<file path="src/rtl/lbus_pkg.sv">
`timescale 1ns/1ps
package lbus_pkg;

    localparam int BUS_AW = 24;
    localparam int BUS_DW = 32;

    typedef enum logic {
        CAP_SETTLE = 1'b0,
        CAP_TRAIL  = 1'b1
    } cap_mode_e;

    // One sample of the bus pins that go through the plain delay pipeline
    typedef struct packed {
        logic              ale;
        logic              we_n;
        logic [BUS_AW-1:0] addr;
        logic [BUS_DW-1:0] data;
    } pin_snap_t;

    // True when a level goes from 0 (older sample) to 1 (newer sample)
    function automatic logic went_high(input logic older, input logic newer);
        return ~older & newer;
    endfunction

endpackage

</file>
<file path="src/rtl/lbus_sync2.sv">
`timescale 1ns/1ps
module lbus_sync2 (
    input  logic clk,
    input  logic rst,
    input  logic async_i,
    output logic sync_o
);
    logic meta_q;
    logic stab_q;

    always_ff @(posedge clk) begin
        if (rst) begin
            meta_q <= 1'b0;
            stab_q <= 1'b0;
        end else begin
            meta_q <= async_i;
            stab_q <= meta_q;
        end
    end

    assign sync_o = stab_q;
endmodule

</file>
<file path="src/rtl/lbus_pipe.sv">
`timescale 1ns/1ps
module lbus_pipe #(
    parameter int             W       = 8,
    parameter int             DEPTH   = 4,
    parameter logic [W-1:0]   RST_VAL = '0
) (
    input  logic                      clk,
    input  logic                      rst,
    input  logic [W-1:0]              d,
    output logic [DEPTH-1:0][W-1:0]   taps
);
    // taps[0] is the newest sample, taps[DEPTH-1] the oldest
    always_ff @(posedge clk) begin
        if (rst) begin
            taps <= {DEPTH{RST_VAL}};
        end else begin
            taps <= {taps[DEPTH-2:0], d};
        end
    end
endmodule

</file>
<file path="src/rtl/lbus_capture.sv">
`timescale 1ns/1ps
module lbus_capture
    import lbus_pkg::*;
#(
    parameter cap_mode_e MODE          = CAP_SETTLE,
    parameter int        DEPTH         = 4,
    parameter int        LOOKBACK      = 3,
    parameter int        SETTLE_CYCLES = 10,
    parameter int        IDX_W         = 4
) (
    input  logic              clk,
    input  logic              rst,
    input  logic              cs_act,
    input  pin_snap_t         taps [DEPTH],
    output logic [IDX_W-1:0]  idx_q,
    output logic              wr_en,
    output logic [BUS_DW-1:0] wr_data
);
    logic ale_fall;
    logic fire;
    logic done_q;

    // Phase strobe falls: older sample high, newer sample low
    assign ale_fall = went_high(~taps[1].ale, ~taps[0].ale);

    always_ff @(posedge clk) begin
        if (rst) begin
            idx_q <= '0;
        end else if (ale_fall) begin
            idx_q <= taps[1].addr[IDX_W-1:0];
        end
    end

    generate
        if (MODE == CAP_SETTLE) begin : g_settle
            localparam int CNT_W = $clog2(SETTLE_CYCLES + 1);
            localparam logic [CNT_W-1:0] CNT_LAST = CNT_W'(SETTLE_CYCLES - 1);
            logic [CNT_W-1:0] cnt_q;

            always_ff @(posedge clk) begin
                if (rst || !cs_act) begin
                    cnt_q <= '0;
                end else if (cnt_q != CNT_LAST) begin
                    cnt_q <= cnt_q + 1'b1;
                end
            end

            assign fire    = cs_act && (cnt_q == CNT_LAST) && !taps[0].we_n;
            assign wr_data = taps[0].data;
        end else begin : g_trail
            assign fire    = cs_act && went_high(taps[1].we_n, taps[0].we_n);
            assign wr_data = taps[LOOKBACK].data;
        end
    endgenerate

    assign wr_en = fire && !done_q;

    always_ff @(posedge clk) begin
        if (rst || !cs_act) begin
            done_q <= 1'b0;
        end else if (wr_en) begin
            done_q <= 1'b1;
        end
    end

    // Fold pipeline bits that a given mode leaves untouched
    logic [$bits(pin_snap_t)-1:0] tap_fold;
    always_comb begin
        tap_fold = '0;
        for (int i = 0; i < DEPTH; i++) begin
            tap_fold = tap_fold ^ taps[i];
        end
    end
    logic unused_taps;
    assign unused_taps = ^tap_fold;

    // the word index only moves on a phase-strobe fall
    a_r2_index_hold: assert property (@(posedge clk) disable iff (rst)
        !ale_fall |=> $stable(idx_q));

endmodule

</file>
<file path="src/rtl/lbus_regbank.sv">
`timescale 1ns/1ps
module lbus_regbank #(
    parameter int NUM_WORDS = 16,
    parameter int DW        = 32,
    parameter int IDX_W     = 4
) (
    input  logic             clk,
    input  logic             rst,
    input  logic             wr_en,
    input  logic [IDX_W-1:0] wr_idx,
    input  logic [DW-1:0]    wr_data,
    input  logic [IDX_W-1:0] rd_idx,
    output logic [DW-1:0]    rd_data
);
    logic [DW-1:0] words_q [NUM_WORDS];

    always_ff @(posedge clk) begin
        if (rst) begin
            for (int i = 0; i < NUM_WORDS; i++) begin
                words_q[i] <= '0;
            end
        end else if (wr_en) begin
            words_q[wr_idx] <= wr_data;
        end
    end

    assign rd_data = words_q[rd_idx];
endmodule

</file>
<file path="src/rtl/lbus_async_slave.sv">
`timescale 1ns/1ps
module lbus_async_slave
    import lbus_pkg::*;
#(
    parameter cap_mode_e CAP_MODE      = CAP_SETTLE,
    parameter int        SETTLE_CYCLES = 10,
    parameter int        PIPE_DEPTH    = 4,
    parameter int        LOOKBACK      = 3,
    parameter int        NUM_WORDS     = 16
) (
    input  logic              clk,
    input  logic              rst,
    input  logic              bus_ale,
    input  logic              bus_we_n,
    input  logic              bus_oe_n,
    input  logic              bus_cs_n,
    input  logic [BUS_AW-1:0] bus_addr,
    input  logic [BUS_DW-1:0] bus_data_in,
    output logic [BUS_DW-1:0] bus_data_out,
    output logic              bus_data_oe
);
    localparam int        IDX_W     = $clog2(NUM_WORDS);
    localparam int        PIN_W     = $bits(pin_snap_t);
    localparam pin_snap_t IDLE_SNAP = '{ale: 1'b0, we_n: 1'b1, addr: '0, data: '0};

    pin_snap_t                       now_snap;
    logic [PIPE_DEPTH-1:0][PIN_W-1:0] taps_raw;
    pin_snap_t                       taps [PIPE_DEPTH];
    logic                            cs_act;
    logic [IDX_W-1:0]                idx_q;
    logic                            wr_en;
    logic [BUS_DW-1:0]               wr_data;
    logic [BUS_DW-1:0]               rd_word;

    assign now_snap = '{ale: bus_ale, we_n: bus_we_n, addr: bus_addr, data: bus_data_in};

    lbus_sync2 u_cs_sync (
        .clk     (clk),
        .rst     (rst),
        .async_i (~bus_cs_n),
        .sync_o  (cs_act)
    );

    lbus_pipe #(
        .W       (PIN_W),
        .DEPTH   (PIPE_DEPTH),
        .RST_VAL (PIN_W'(IDLE_SNAP))
    ) u_pins (
        .clk  (clk),
        .rst  (rst),
        .d    (PIN_W'(now_snap)),
        .taps (taps_raw)
    );

    generate
        for (genvar i = 0; i < PIPE_DEPTH; i++) begin : g_tap
            assign taps[i] = pin_snap_t'(taps_raw[i]);
        end
    endgenerate

    lbus_capture #(
        .MODE          (CAP_MODE),
        .DEPTH         (PIPE_DEPTH),
        .LOOKBACK      (LOOKBACK),
        .SETTLE_CYCLES (SETTLE_CYCLES),
        .IDX_W         (IDX_W)
    ) u_capture (
        .clk     (clk),
        .rst     (rst),
        .cs_act  (cs_act),
        .taps    (taps),
        .idx_q   (idx_q),
        .wr_en   (wr_en),
        .wr_data (wr_data)
    );

    lbus_regbank #(
        .NUM_WORDS (NUM_WORDS),
        .DW        (BUS_DW),
        .IDX_W     (IDX_W)
    ) u_bank (
        .clk     (clk),
        .rst     (rst),
        .wr_en   (wr_en),
        .wr_idx  (idx_q),
        .wr_data (wr_data),
        .rd_idx  (idx_q),
        .rd_data (rd_word)
    );

    // Drive only while the synchronized select agrees with the live pins
    assign bus_data_out = rd_word;
    assign bus_data_oe  = cs_act & ~bus_cs_n & ~bus_oe_n;

    // Independent tally of writes inside one select window
    logic [1:0] wr_tally_q;
    always_ff @(posedge clk) begin
        if (rst || !cs_act) begin
            wr_tally_q <= '0;
        end else if (wr_en && wr_tally_q != 2'd3) begin
            wr_tally_q <= wr_tally_q + 1'b1;
        end
    end

    // a second write in the same select window never happens
    a_r6_single_write: assert property (@(posedge clk) disable iff (rst)
        (wr_tally_q != 2'd0) |-> !wr_en);

    // select high two edges ago means no write now
    a_r7_no_write_unselected: assert property (@(posedge clk) disable iff (rst)
        $past(bus_cs_n, 2) |-> !wr_en);

    // the driver enable trails the select pin by two flops
    a_r10_sync_delay: assert property (@(posedge clk) disable iff (rst)
        bus_data_oe |-> !$past(bus_cs_n, 2));

endmodule

</file>
<file path="config.mk">
export PLATFORM = sky130hd
export DESIGN_NAME = lbus_async_slave
export DESIGN_NICKNAME = d
export VERILOG_FILES = /design/src/rtl/lbus_pkg.sv /design/src/rtl/lbus_sync2.sv /design/src/rtl/lbus_pipe.sv /design/src/rtl/lbus_capture.sv /design/src/rtl/lbus_regbank.sv /design/src/rtl/lbus_async_slave.sv
export SDC_FILE = /design/constraint.sdc
export NUM_CORES = 1
export LEC_CHECK = 0
export BUFFER_PORTS_ARGS = -buffer_cell sky130_fd_sc_hd__clkbuf_2
export CAP_MARGIN = 5
export CELL_PAD_IN_SITES_DETAIL_PLACEMENT = 0
export CELL_PAD_IN_SITES_GLOBAL_PLACEMENT = 1
export CORE_ASPECT_RATIO = 2
export CORE_MARGIN = 2
export CORE_UTILIZATION = 40
export DETAILED_ROUTE_END_ITERATION = 6
export PLACE_DENSITY = 0.76
export SETUP_SLACK_MARGIN = 0.2
export SLEW_MARGIN = 25
export SYNTH_ARGS = -nofsm -noshare
export SYNTH_HDL_FRONTEND = slang
export SYNTH_SLANG_ARGS = --single-unit
</file>
<file path="constraint.sdc">
create_clock -name clk -period 6.4 [get_ports clk]
set_clock_uncertainty 0.2 [all_clocks]
set_input_delay 1.28 -clock clk [delete_from_list [all_inputs] [get_ports clk]]
set_output_delay 1.28 -clock clk [all_outputs]
set_load 0.03 [all_outputs]
</file>
==> results of run 1 <==
-- power by group through the flow --
stage                     clock network (mW)  registers [mW]  logic [mW]
after floorplan                            0            4.27       0.205
after global placement                     0            4.27       0.310
after detailed placement                   0            4.29       0.317
after CTS                               2.78            4.20       0.317
after global routing                    2.90            4.21       0.334
final                                   2.74            4.20       0.314
-- area by class of cell --
type | instances | share of cell area, %
sequential | 570 | 63.08
multi-input combinational | 885 | 25.10
clock buffer | 59 | 4.695
tap | 768 | 3.664
timing repair buffer | 116 | 2.796
clock inverter | 23 | 0.6536
inverter | 1 | 0.01431
-- state kept, by name, indices dropped and copies added (netlist names), named ones only --
register,count
u_capture.done_q,1
u_capture.idx_q,4
u_pins.taps,43
u_cs_sync.sync_o,1
u_bank.words_q,512
u_capture.g_settle.cnt_q,4
u_cs_sync.meta_q,1
-- worst max-delay path: stages (launching register included) --
cell	delay, ps
dfxtp_4	740
buf_12	290
buf_4	290
mux4_2	540
a22oi_1	200
nand2_1	120
clkbuf_2	220
-- cells by family after synthesis --
kind of cell	synth area share [%]
AO/OA/AOI/OAI	2.092
XOR/XNOR	0.07360
adder cells (fa/ha/maj)	0.1051
buffers and inverters	3.217
flip-flops	69.47
multiplexers	12.28
AND/OR/NAND/NOR	12.76
-- final timing paths --
check                                   start                    end  slack [ps]  cells after the start
setup / recovery                    flip-flop       bus_data_out[16]        1910                      6
hold / removal               u_cs_sync.meta_q       u_cs_sync.sync_o         240                      1
setup reg to reg  u_capture.g_settle.cnt_q[0]  u_bank.words_q[3][24]        2470                      5
hold reg to reg              u_cs_sync.meta_q       u_cs_sync.sync_o         240                      1
-- stage by stage --
stage | instance area, um2 | hold slack (ps) | setup WS (ps) | std cells
CTS | 26210 | 240.2 | 1530 | 2421
finish | 26230 | 237.4 | 1906 | 2422
floorplan | 23800 | 213.8 | 2904 | 1625
detailed placement | 24800 | 224.2 | 2140 | 2339
global route | 26230 | 261.6 | 1675 | 2422
global placement | 24770 | 218.5 | 1996 | 2338
-- cell usage in the layout, fill, tap and decap left out, types with 3 or more instances in the layout --
master,synthesis,final
dfxtp_1,58,56
nand2_1,33,33
clkinv_1,0,7
clkbuf_1,82,11
nor2b_1,47,45
buf_12,0,3
clkinv_2,0,9
nand4_4,9,9
mux2i_1,4,4
clkbuf_2,0,73
nand4_1,6,6
clkbuf_16,0,47
mux4_2,128,128
clkinvlp_4,0,3
nand2b_1,50,34
nor2_1,523,522
nand2b_2,0,13
nand2b_4,0,3
edfxtp_1,512,512
buf_4,10,39
a22oi_1,64,64
and2b_1,4,4
-- layer usage --
metal	part of all wire [%]	vias to the layer above	routed length, um	GRT usage [%]
met5	0	-	0	0
met4	3.8	0	2319	7.944
met3	6.7	133	4154	2.100
met2	55	619	34000	38.67
met1	34	6948	21250	22.75
li1	-	5832	-	-
==> reports/qor.txt, run 1 <==
num rows -> 126
number of fill cells -> 5287
WL final -> 61.72 mm
Sw Share -> 21.35%
cell taking the most area after synthesis -> edfxtp_1
Final Util -> 44.48%
area of the multi-input gates -> 6581 um2
Setup Buffers After CTS -> 0
initial antenna violation count -> 0
Longest Clk Path Bufs -> 3
Horiz. Die Dim -> 176.5 um
Int Power -> 5.706 mW
Post-Synthesis Cell Area -> 23800 um2
Yosys cell types -> 30
HPWL Detailed -> 34.55 mm
Worst-Skew Late Latency -> 570 ps
total power -> 7.255 mW
Yosys reg bits -> 570
Worst Path Arrival -> 3010 ps
fin. max-slew vios -> 0
vias in the first global route -> 14340
CTS Buf Count -> 46
Antenna diodes -> 0
layout cell share with drive strength beyond 1 -> 20.74%
io pins -> 95
cells taking the most area after synthesis -> edfxtp_1 (65%), mux4_2 (12%), nor2_1 (8.2%)
Max Fanout on Critical Path -> 26
first-pass GRT wire length -> 90.07 mm
EDFF count, synth -> 512
synth cell count leaders -> nor2_1 (523), edfxtp_1 (512), mux4_2 (128)
RSZ-0062 raised after global routing -> false
root buf cell -> clkbuf_16
count of cells resized by post-cts repair -> 0
CTS tree -> built
Startpoint Class -> flip-flop
Clock Power Share -> 37.8%
via-per-instance ratio -> 5.587
status -> finished clean
Worst VDD drop -> 0.1506 mV
drt drc -> 0
worst-margin pin slew -> 1062 ps
leakage -> 8.657 nW
number of H-tree levels -> 2
FF+latch area -> 16540 um2
final worst path period need -> 4494 ps
sequential-to-total area share from yosys stat -> 69.47%
maximum number of pins on one net before global-route repair -> 100
chip height -> 349.0 um
Avg Inst Size Synth -> 14.65 um2
Syn Nets -> 1689
Reg clk slew, reported paths -> 60 ps
Fmax -> 222.5 MHz
WS Path Type -> reg -> out
Critical Path RT -> 4920 ps
total die area -> 61590 um2
via count -> 13530
WL/cell -> 25.48 um
CTS sink cnt -> 570
Synth top area share -> 64.59%
drt initial violations -> 1158
total core area -> 58960 um2
drt pass-1 iters -> 5
PortBufs -> 74
TNS Setup -> 0 ps
final hold vios -> 0
combinational share of power -> 4.3%
Pwr per Cell Area -> 276.7 nW/um2
Max-slew headroom -> 29.22%
all-layer global routing usage -> 20.26%
Initial Util -> 40.37%
Placer Congestion -> 0.7796
FFs w/ async S/R, synth -> 0%
Worst setup EP type -> output port
Detail Route Antenna Nets -> 0
reported net switching power -> 1.549 mW
CTS Hold Bufs -> 0
final setup violation count -> 0
final layout net count -> 1684
Worst Hold Class -> reg -> reg
layout overhead on the synthesized area -> 10.18%
max cap viols -> 0
Yosys warning count -> 0
fin crit share -> 70.22%
most frequent cell after synthesis -> nor2_1
GRT Residual Overflow -> 0
cells after synthesis -> 1625
Synth Flop Type -> edfxtp_1
Seq pwr share -> 57.9%
No activity file was read; power rests on OpenSTA's default activity.
==> run 2: changes to the inputs <==
--- a/config.mk
+++ b/config.mk
@@ -13,7 +13,7 @@
 export CORE_MARGIN = 2
 export CORE_UTILIZATION = 40
 export DETAILED_ROUTE_END_ITERATION = 6
-export PLACE_DENSITY = 0.76
+export PLACE_DENSITY = 0.78
 export SETUP_SLACK_MARGIN = 0.2
 export SLEW_MARGIN = 25
 export SYNTH_ARGS = -nofsm -noshare
==> constraint.sdc (replaced) <==
create_clock -name clk -period 4 [get_ports clk]
set_clock_uncertainty 0.2 [all_clocks]
set_input_delay 0.8 -clock clk [delete_from_list [all_inputs] [get_ports clk]]
set_output_delay 0.8 -clock clk [all_outputs]
set_load 0.03 [all_outputs]
==> run 2 against run 1 <==
First-iteration DRC count is 3.8% lower. Sequential power increased by 60%. Combinational power is 68% higher. Utilization increased by 0.60 points. Via count about the same. Non-clock buffer count up 18. Cell area increased by 1.4%. Critical endpoint is now bus_data_out[24]. Largest cell class unchanged. Highest routed layer unchanged.
==> reports/qor.txt, run 2 (same netlist as run 1, synthesis figures left out) <==
status -> finished clean
Placer Congestion -> 0.7884
WL/cell -> 25.13 um
max cap viols -> 0
fin. max-slew vios -> 0
max FFs per register -> 512
final worst path period need -> 3712 ps
cell count after placement -> 2354
number of fill cells -> 5246
Critical Path RT -> 3000 ps
WL final -> 61.40 mm
biggest regs -> u_bank.words_q (512), u_pins.taps (43)
final layout net count -> 1703
most common cell after layout, fill and taps aside -> nor2_1
worst-margin pin slew -> 869.1 ps
Worst Hold Class -> in -> reg
Reg clk slew, reported paths -> 60 ps
critical path cell sequence -> buf_4 -> mux4_2 -> a22oi_1 -> nand2_1 -> clkbuf_2
number of H-tree levels -> 2
total power -> 11.83 mW
vias in the first global route -> 14630
Detail Route Antenna Nets -> 0
CTS tree -> built
fin crit share -> 92.79%
chip height -> 349.0 um
num rows -> 126
Post-Layout Cell Count -> 2443
TNS Setup -> 0 ps
largest reg by FF count -> u_bank.words_q
CTS Buf Count -> 47
Critical R2R Launch -> u_capture.g_settle.cnt_q[0]
drt drc -> 0
RSZ-0062 raised after global routing -> false
Fmax -> 269.4 MHz
GRT Residual Overflow -> 0
final hold vios -> 0
layout cell share with drive strength beyond 1 -> 21.73%
largest stage delay on the critical path -> 730 ps
WS Path Type -> reg -> out
layout overhead on the synthesized area -> 11.67%
via count -> 13540
worst setup margin -> 288.4 ps
most frequent cells in the layout -> nor2_1 (522), edfxtp_1 (512), mux4_2 (128)
Initial Util -> 40.37%
count of cells resized by post-cts repair -> 0
root buf cell -> clkbuf_16
leakage -> 8.826 nW
initial antenna violation count -> 0
Longest Clk Path Bufs -> 3
total core area -> 58960 um2
FF-to-FF path depth -> 6
reg-to-reg endpoint -> u_bank.words_q[11][11]
Worst-Skew Late Latency -> 580 ps
drt initial violations -> 1114
maximum number of pins on one net before global-route repair -> 58
all-layer global routing usage -> 20.24%
first-pass GRT wire length -> 90.40 mm
Horiz. Die Dim -> 176.5 um
drt pass-1 iters -> 5
Pwr per Cell Area -> 444.9 nW/um2
end point of the critical path -> bus_data_out[24]
final setup violation count -> 0
dpl ws -> 778.7 ps
Worst setup EP type -> output port
Worst VDD drop -> 0.2665 mV
Max Fanout on Critical Path -> 31
CTS sink cnt -> 570
Reg2Reg Setup Slack -> 970 ps
CP max stage cell -> dfxtp_4
CTS Hold Bufs -> 0
io pins -> 95
Antenna diodes -> 0
total die area -> 61590 um2
Worst Path Arrival -> 2710 ps
PortBufs -> 74
via-per-instance ratio -> 5.541
HPWL Detailed -> 35.80 mm
Setup Buffers After CTS -> 4
Max-slew headroom -> 42.00%
Startpoint Class -> flip-flop
[run 2: per-stage QoR]
step / cell area, um2 / util (%) / hold WS [ps]
2_1_floorplan: 23800 / - / 213.8
3_5_place_dp: 25050 / 42.49 / 225.8
5_1_grt: 26580 / 45.08 / 178.1
4_1_cts: 26580 / 45.08 / 161.6
3_3_place_gp: 25050 / 42.49 / 219.8
6_report: 26580 / 45.08 / 183.2
[run 2: how the worst min path moves through the flow]
| stage | start | end | cells after the start |
|---|---|---|---|
| 6_report | bus_cs_n | u_cs_sync.meta_q | 2 |
| 2_1_floorplan | u_cs_sync.meta_q | u_cs_sync.sync_o | 1 |
| 4_1_cts | bus_cs_n | u_cs_sync.meta_q | 2 |
| 3_5_place_dp | u_cs_sync.meta_q | u_cs_sync.sync_o | 1 |
| 5_1_grt | bus_cs_n | u_cs_sync.meta_q | 2 |
| 3_3_place_gp | u_cs_sync.meta_q | u_cs_sync.sync_o | 1 |
[run 2: cell type report]
type	count	area (um2)	area share [%]
multi-input combinational	885	6565	24.70
tap	768	960.9	3.615
clock buffer	65	1336	5.027
inverter	1	3.754	0.01412
timing repair buffer	134	1023	3.850
clock inverter	20	148.9	0.5601
sequential	570	16540	62.24
[run 2: metal layers]
layer / track usage [%] / vias to the layer above / wire length (um)
met3: 3.090 / 162 / 4270
met4: 9.597 / 0 / 2651
met1: 22.42 / 6893 / 21010
met2: 37.46 / 610 / 33460
met5: 0 / - / 0
li1: - / 5871 / -
[run 2: worst max-delay path, delay by kind of cell, from the launching register on]
kind	cells	cell delay [ps]
flip-flops	1	730
multiplexers	1	380
AO/OA/AOI/OAI	1	230
AND/OR/NAND/NOR	1	150
buffers and inverters	2	620
[run 2: power by group]
group	total [mW]	leakage [nW]	switching, mW	internal [mW]
combinational	0.528	2.35	0.354	0.174
clock	4.57	0.740	2.11	2.47
sequential	6.72	5.74	0.0611	6.66
==> run 3: changes to the inputs <==
--- a/config.mk
+++ b/config.mk
@@ -11,9 +11,9 @@
 export CELL_PAD_IN_SITES_GLOBAL_PLACEMENT = 1
 export CORE_ASPECT_RATIO = 2
 export CORE_MARGIN = 2
-export CORE_UTILIZATION = 40
+export CORE_UTILIZATION = 47
 export DETAILED_ROUTE_END_ITERATION = 6
-export PLACE_DENSITY = 0.78
+export PLACE_DENSITY = 0.88
 export SETUP_SLACK_MARGIN = 0.2
 export SLEW_MARGIN = 25
 export SYNTH_ARGS = -nofsm -noshare
==> constraint.sdc (replaced) <==
create_clock -name clk -period 4 [get_ports clk]
set_clock_uncertainty 0.2 [all_clocks]
set_input_delay 0.8 -clock clk [delete_from_list [all_inputs] [get_ports clk]]
set_output_delay 0.8 -clock clk [all_outputs]
set_load 0.02 [all_outputs]
==> run 3 against run 2 <==
Sequential cell count unchanged. Cell area down 1.4%. Critical endpoint is now bus_data_out[3]. Combinational power down 6.8%. Highest routed layer unchanged. Non-clock buffer count down 6. Via count about the same. Die area down 15%. Sequential share of layout area up 0.88 points. Clock-buffer cell count down 12. Setup slack better by 86 ps.
==> reports/qor.txt, run 3 (same netlist as run 1, synthesis figures left out) <==
FF-to-FF path depth -> 5
total core area -> 50070 um2
via count -> 13530
WS Path Type -> reg -> out
Worst VDD drop -> 0.2762 mV
HPWL Detailed -> 33.93 mm
max FFs per register -> 512
total die area -> 52570 um2
cell count after placement -> 2232
fin. max-slew vios -> 0
GRT Residual Overflow -> 0
biggest regs -> u_bank.words_q (512), u_pins.taps (43)
Max-slew headroom -> 41.68%
PortBufs -> 74
most frequent cells in the layout -> nor2_1 (522), edfxtp_1 (512), mux4_2 (128)
Sw Share -> 21.28%
leakage -> 8.699 nW
hold slack -> 170.2 ps
final instance area -> 26210 um2
final hold vios -> 0
maximum number of pins on one net before global-route repair -> 50
final layout net count -> 1694
Placer Congestion -> 0.7798
Horiz. Die Dim -> 163.1 um
TNS Setup -> 0 ps
reg-to-reg endpoint -> u_bank.words_q[13][28]
Antenna diodes -> 0
count of cells resized by post-cts repair -> 0
chip height -> 322.3 um
Seq pwr share -> 58.2%
Startpoint Class -> flip-flop
Post-Layout Cell Count -> 2313
layout cell share with drive strength beyond 1 -> 21.33%
Detail Route Antenna Nets -> 0
first-pass GRT wire length -> 84.91 mm
drt pass-1 iters -> 5
combinational share of power -> 4.3%
worst-margin pin slew -> 874.8 ps
vias in the first global route -> 14400
Max Fanout on Critical Path -> 17
CTS Hold Bufs -> 0
Longest Clk Path Bufs -> 3
Clock Power Share -> 37.5%
Reg2Reg Setup Slack -> 920 ps
max cap viols -> 0
most common cell after layout, fill and taps aside -> nor2_1
CTS Buf Count -> 44
end point of the critical path -> bus_data_out[3]
CTS tree -> built
Initial Util -> 47.54%
Setup Buffers After CTS -> 0
Worst setup EP type -> output port
Reg clk slew, reported paths -> 70 ps
Worst-Skew Late Latency -> 590 ps
io pins -> 95
Critical Path RT -> 3000 ps
fin crit share -> 90.63%
WL/cell -> 24.82 um
Placed Instance Area -> 24790 um2
status -> finished clean
number of H-tree levels -> 2
RSZ-0062 raised after global routing -> false
Fmax -> 275.8 MHz
WL final -> 57.41 mm
Worst Path Arrival -> 2630 ps
Pwr per Cell Area -> 440.5 nW/um2
Int Power -> 9.088 mW
reported net switching power -> 2.457 mW
final setup violation count -> 0
num rows -> 116
layout overhead on the synthesized area -> 10.11%
via-per-instance ratio -> 5.850
final worst path period need -> 3625 ps
drt initial violations -> 1303
root buf cell -> clkbuf_16
initial antenna violation count -> 0
all-layer global routing usage -> 22.28%
drt drc -> 0
Critical R2R Launch -> u_capture.g_settle.cnt_q[0]
largest reg by FF count -> u_bank.words_q
CTS sink cnt -> 570
Hold Path Origin -> bus_cs_n
total power -> 11.54 mW
Worst Hold Class -> in -> reg
-- run 3: cell types whose count changed in the layout (fill, tap and decap cells not counted), sizes merged --
cell      change
clkinv        +1
buf           -6
clkinvlp      +4
inv           +2
clkbuf       -12
-- run 3: routing by layer --
| metal | global-route usage (%) | vias up | wire length, um |
|---|---|---|---|
| met5 | 0 | - | 0 |
| met4 | 13.29 | 0 | 3520 |
| met3 | 2.636 | 218 | 4338 |
| met2 | 40.90 | 711 | 31010 |
| met1 | 24.43 | 6750 | 18540 |
| li1 | - | 5851 | - |
-- run 3: worst min path at each step --
stage / endpoint / cells after the start
after detailed placement: u_cs_sync.sync_o / 1
after floorplan: u_cs_sync.sync_o / 1
after global placement: u_cs_sync.sync_o / 1
after global routing: u_cs_sync.meta_q / 2
final: u_cs_sync.meta_q / 2
after CTS: u_cs_sync.meta_q / 2
-- run 3: power by group through the flow --
stage / logic, mW / registers (mW) / clock network (mW)
2_1_floorplan: 0.315 / 6.83 / 0
3_3_place_gp: 0.487 / 6.84 / 0
3_5_place_dp: 0.495 / 6.86 / 0
4_1_cts: 0.496 / 6.72 / 4.39
5_1_grt: 0.522 / 6.74 / 4.57
6_report: 0.492 / 6.72 / 4.33
-- run 3: layout make-up --
| type | instances | area (um2) |
|---|---|---|
| Fill cell | 3967 | 23860 |
| Sequential cell | 570 | 16540 |
| Multi-Input combinational cell | 885 | 6564 |
| Clock buffer | 53 | 1186 |
| Timing Repair Buffer | 128 | 898.4 |
| Tap cell | 649 | 812.0 |
| Clock inverter | 27 | 202.7 |
| Inverter | 1 | 3.754 |
-- run 3: per-stage QoR --
| stage | util [%] | worst slack [ps] |
|---|---|---|
| 4_1_cts | 52.29 | 213.6 |
| 5_1_grt | 52.34 | 232.3 |
| 3_5_place_dp | 49.52 | 871.9 |
| 6_report | 52.34 | 374.6 |
| 2_1_floorplan | - | 1023 |
| 3_3_place_gp | 49.52 | 912.1 |
-- run 3: critical path, stage by stage, from the launching register on --
cell and delay (ps):
dfxtp_4 490, buf_4 390, mux4_2 560, a22oi_1 240
nand2_1 150, clkbuf_2 190
